==> src/rtl/mjl_pkg.sv <==
package mjl_pkg;
    // number of cascaded voter stages (clock zones)
    localparam int STAGES = 3;
    // control word bit positions: ctrl = {c1, c2, c3}
    localparam int C1_BIT = 2;
    localparam int C2_BIT = 1;
    localparam int C3_BIT = 0;
    // named control words
    localparam logic [2:0] FN_NOR  = 3'b010;
    localparam logic [2:0] FN_NAND = 3'b101;
    localparam logic [2:0] FN_XAND = 3'b010;
    localparam logic [2:0] FN_XOR_ = 3'b011;
endpackage

==> src/rtl/mjl_delay.sv <==
module mjl_delay #(
    parameter int W     = 1,
    parameter int DEPTH = 1
) (
    input  logic         clk,
    input  logic         rst,
    input  logic [W-1:0] d,
    output logic [W-1:0] q
);
    generate
        if (DEPTH == 0) begin : g_wire
            assign q = d;
        end else begin : g_shift
            logic [W-1:0] sr [DEPTH];
            always_ff @(posedge clk) begin
                if (rst) begin
                    for (int i = 0; i < DEPTH; i++) sr[i] <= '0;
                end else begin
                    sr[0] <= d;
                    for (int i = 1; i < DEPTH; i++) sr[i] <= sr[i-1];
                end
            end
            assign q = sr[DEPTH-1];
        end
    endgenerate
endmodule

==> src/rtl/mjl_vote_stage.sv <==
module mjl_vote_stage #(
    parameter int W = 4
) (
    input  logic         clk,
    input  logic         rst,
    input  logic         vld_i,
    input  logic [W-1:0] acc_i,
    input  logic [W-1:0] opnd_i,
    input  logic         ctl_i,
    output logic         vld_o,
    output logic [W-1:0] acc_o
);
    logic [W-1:0] ctl_v;
    logic [W-1:0] vote_d;

    assign ctl_v  = {W{ctl_i}};
    assign vote_d = (acc_i & opnd_i) | (acc_i & ctl_v) | (opnd_i & ctl_v);

    always_ff @(posedge clk) begin
        if (rst) begin
            acc_o <= '0;
            vld_o <= 1'b0;
        end else begin
            acc_o <= vote_d;
            vld_o <= vld_i;
        end
    end
endmodule

==> src/rtl/mjl_ladder.sv <==
module mjl_ladder
    import mjl_pkg::*;
#(
    parameter int WIDTH = 4
) (
    input  logic             clk,
    input  logic             rst,
    input  logic             in_valid,
    input  logic [WIDTH-1:0] a,
    input  logic [WIDTH-1:0] b,
    input  logic [2:0]       ctrl,
    input  logic             split_en,
    input  logic [WIDTH-1:0] x_op,
    input  logic [WIDTH-1:0] y_op,
    output logic             out_valid,
    output logic [WIDTH-1:0] y
);
    // per-stage third operand and control bit, as seen at the input edge
    logic [WIDTH-1:0] opnd_raw [STAGES];
    logic             ctl_raw  [STAGES];
    // aligned to the stage that consumes them
    logic [WIDTH-1:0] opnd_al  [STAGES];
    logic             ctl_al   [STAGES];
    // chain of stage results
    logic [WIDTH-1:0] acc      [STAGES+1];
    logic             vld      [STAGES+1];

    assign opnd_raw[0] = b;
    assign opnd_raw[1] = split_en ? x_op : ~a;
    assign opnd_raw[2] = split_en ? y_op : ~b;
    assign ctl_raw[0]  = ctrl[C1_BIT];
    assign ctl_raw[1]  = ctrl[C2_BIT];
    assign ctl_raw[2]  = ctrl[C3_BIT];

    assign acc[0] = a;
    assign vld[0] = in_valid;

    generate
        for (genvar s = 0; s < STAGES; s++) begin : g_zone
            mjl_delay #(.W(WIDTH + 1), .DEPTH(s)) u_align (
                .clk (clk),
                .rst (rst),
                .d   ({ctl_raw[s], opnd_raw[s]}),
                .q   ({ctl_al[s], opnd_al[s]})
            );
            mjl_vote_stage #(.W(WIDTH)) u_vote (
                .clk    (clk),
                .rst    (rst),
                .vld_i  (vld[s]),
                .acc_i  (acc[s]),
                .opnd_i (opnd_al[s]),
                .ctl_i  (ctl_al[s]),
                .vld_o  (vld[s+1]),
                .acc_o  (acc[s+1])
            );
        end
    endgenerate

    assign y         = acc[STAGES];
    assign out_valid = vld[STAGES];
endmodule

==> config.mk <==
export PLATFORM = sky130hd
export DESIGN_NAME = mjl_ladder
export DESIGN_NICKNAME = d
export VERILOG_FILES = /design/src/rtl/mjl_pkg.sv /design/src/rtl/mjl_delay.sv /design/src/rtl/mjl_vote_stage.sv /design/src/rtl/mjl_ladder.sv
export SDC_FILE = /design/constraint.sdc
export NUM_CORES = 1
export LEC_CHECK = 0
export CORE_AREA = 2 2 54 56
export CTS_CLUSTER_SIZE = 20
export DETAILED_ROUTE_END_ITERATION = 6
export DIE_AREA = 0 0 56 58
export HOLD_SLACK_MARGIN = 0.12
export PLACE_DENSITY_LB_ADDON = 0.05
export SETUP_SLACK_MARGIN = 0.02
export SYNTH_ARGS = -nofsm -noshare
export SYNTH_HDL_FRONTEND = slang
export SYNTH_SLANG_ARGS = --single-unit
export TNS_END_PERCENT = 20
==> constraint.sdc <==
create_clock -name clk -period 0.9 [get_ports clk]
set_input_delay 0.135 -clock clk [delete_from_list [all_inputs] [get_ports clk]]
set_output_delay 0.135 -clock clk [all_outputs]
set_load 0.005 [all_outputs]
==> impl_metrics.env <==
export IMPL_dr_max_layer_used="met4"
export IMPL_cts_sinks=30
export IMPL_outcome="finished, final reports clean"
export IMPL_netlist_area_um2=1001
export IMPL_grt_overflow=0
export IMPL_cts_tree="done"
export IMPL_finalMaxSlewViolations=0
export IMPL_synth_top_family_by_area="simple AND/OR/NAND/NOR gates"
export IMPL_wl_met1_um=735
export IMPL_dpl_cell_count=160
export IMPL_drtIter0Drc=7
export IMPL_finalSetupTns_ns=0
export IMPL_fmax_mhz=1163
export IMPL_path_cells="buf_2"
export IMPL_worstSkewPairLatency_ns=0.31
export IMPL_synthFlopType="dfxtp_1"
export IMPL_yosys_register_bits=30
export IMPL_yosysMostFrequentCell="dfxtp_1"
export IMPL_cp_max_fo=1
export IMPL_synth_sequential_area_ratio_pct=60.00
export IMPL_end_kind="primary output"
export IMPL_vias=748
export IMPL_max_slew_margin_pct=89.60
export IMPL_path_buf_inv=1
export IMPL_synth_area_mux_share_pct=0
export IMPL_clk_pin_slew_worst_paths_ns=0.08
export IMPL_fp_dieW_um=56
export IMPL_numPortBuffers=27
export IMPL_ys_types=10
export IMPL_finalCritPeriodShare_pct=95.58
export IMPL_yosysTopAreaCell="dfxtp_1"
export IMPL_cts_hold_buf=0
export IMPL_path_class="reg2out"
export IMPL_hold_path_class="in2reg"
export IMPL_postSynth_asyncResetShare_pct=0
export IMPL_antenna_cells=0
export IMPL_final_nets=159
export IMPL_layout_drive_gt1_share_pct=11.76
export IMPL_wl_per_cell_um=9.575
export IMPL_finalSetupViolCount=0
export IMPL_irDropWorstVdd_mv=1.306
export IMPL_arrival_ns=0.73
export IMPL_place_area_um2=1285
export IMPL_post_cts_buffers=0
export IMPL_crit_family="flip-flops"
export IMPL_grt_max_degree=31
export IMPL_synth_common_cells="dfxtp_1, a21oi_1, nand2_1"
export IMPL_num_io_pins=28
export IMPL_routed_wl_um=1599
export IMPL_cts_buffers=5
export IMPL_synth_area_leaders="dfxtp_1, a21oi_1, nand2_1, nor2b_1, o21ai_0"
export IMPL_htreeDepth=2
export IMPL_post_route_min_period_ns=0.8602
export IMPL_stdcell_count=167
export IMPL_ant_nets=0
export IMPL_post_route_cell_area_um2=1309
export IMPL_dieArea_um2=3248
export IMPL_finalClockSkew_ns=0.001466
export IMPL_drt_drc_violations_left=0
export IMPL_synth_xor_area_share_pct=0
export IMPL_synth_warnings=0
export IMPL_synth_avg_cell_area_um2=9.268
export IMPL_synth_nets=131
export IMPL_synthAdderAreaFrac_pct=0
export IMPL_grt_antenna_before_repair=0
export IMPL_cpPeakStageDelay_ns=0.30
export IMPL_chipHeight_um=58
export IMPL_cp_start_kind="flip-flop"
export IMPL_p_per_area_nw_per_um2=1773
export IMPL_synth_compound_area_share_pct=16.00
export IMPL_place_congestion=0.7125
export IMPL_row_count=19
export IMPL_required_ns=0.76
export IMPL_viasPerCell=4.479
export IMPL_hpwl_um=1124
export IMPL_grt_pass1_vias=662
export IMPL_cp_slowest_cell="dfxtp_1"
export IMPL_wl_met2_um=680
export IMPL_grt_first_pass_wirelength_um=2670
export IMPL_drv_cap=0
export IMPL_wl_met3_um=132
export IMPL_rsz0062_at_grt="true"
export IMPL_netlist_area_leader_share_pct=60.00
export IMPL_clockBufferDepth=2
export IMPL_area_growth_synth_to_final_pct=30.75
export IMPL_cts_root_buf="clkbuf_4"
export IMPL_post_route_util_pct=49.15
export IMPL_worst_pin_slew_ns=0.1543
export IMPL_initial_utilization_pct=37.59
export IMPL_hold_viol=0
export IMPL_grt_usage_pct=11.51
export IMPL_drtPass1Iterations=2
export IMPL_syn_inst=108
export IMPL_synth_simple_area_share_pct=18.75
export IMPL_synth_edff_count=0
export IMPL_core_area_um2=2663
export IMPL_power_leakage_nw=0.5075
[cell usage in the layout (no fill, tap or decap)]
cell,n
o21ai_0,12
dfxtp_1,30
clkbuf_4,5
nor2b_1,10
buf_6,1
or2_1,4
clkbuf_1,2
nand2_1,20
buf_2,5
clkdlybuf4s50_1,22
buf_12,1
or2_2,4
a21oi_1,20
[state kept, by name, summed over array words and instances (netlist names)]
signal	flops
g_zone.u_vote.acc_o	12
g_zone.u_align.g_shift.sr	15
g_zone.u_vote.vld_o	3
[repair_timing]
item / in CTS / in global routing
pin swaps: 0 / 0
setup endpoints to repair: 5 / 7
resized for setup: 20 / 1
[layer usage]
metal / global-route usage (%) / up-vias
met2: 16.81 / 25
met3: 6.696 / 6
li1: - / 406
met1: 12.10 / 311
met5: 0 / -
met4: 9.184 / 0
[stage by stage]
stage / hold slack, ns / setup WS, ns / power, mW
CTS: 0.3489 / 0.008992 / 2.372
global placement: 0.4171 / -0.2740 / 1.672
finish: 0.3721 / 0.03978 / 2.320
floorplan: 0.2632 / 0.2616 / 1.539
global route: 0.3578 / -0.007541 / 2.449
detailed placement: 0.4231 / -0.2842 / 1.676
[kinds of logic after synthesis]
| logic type | count (synthesis) |
|---|---|
| simple gates | 38 |
| compound gates | 32 |
| flops | 30 |
| buf+inv | 8 |
[where the power goes]
group | switching (mW) | internal, mW
Clock | 0.386 | 0.294
Combinational | 0.0810 | 0.144
Sequential | 0.0236 | 1.39
[final cells by class]
| cell class | count | area [um^2] |
|---|---|---|
| sequential | 30 | 600.6 |
| clock buffer | 7 | 45.04 |
| multi-input combinational | 70 | 347.8 |
| timing repair buffer | 29 | 276.5 |
| tap | 31 | 38.79 |
| fill | 272 | 1354 |
[worst paths after layout]
| check | end | start | depth (start not counted) | slack, ns |
|---|---|---|---|---|
| setup / recovery | y[0] | g_zone[2].u_vote.acc_o[0] | 1 | 0.04 |
| hold reg to reg | g_zone[2].u_align.g_shift.sr[0][7] | g_zone[2].u_align.g_shift.sr[0][2] | 1 | 0.44 |
| setup reg to reg | g_zone[1].u_vote.acc_o[1] | g_zone[1].u_align.g_shift.sr[0][4] | 2 | 0.18 |
| hold / removal | g_zone[0].u_vote.vld_o | in_valid | 2 | 0.37 |
(Power assumes the default switching activity.)
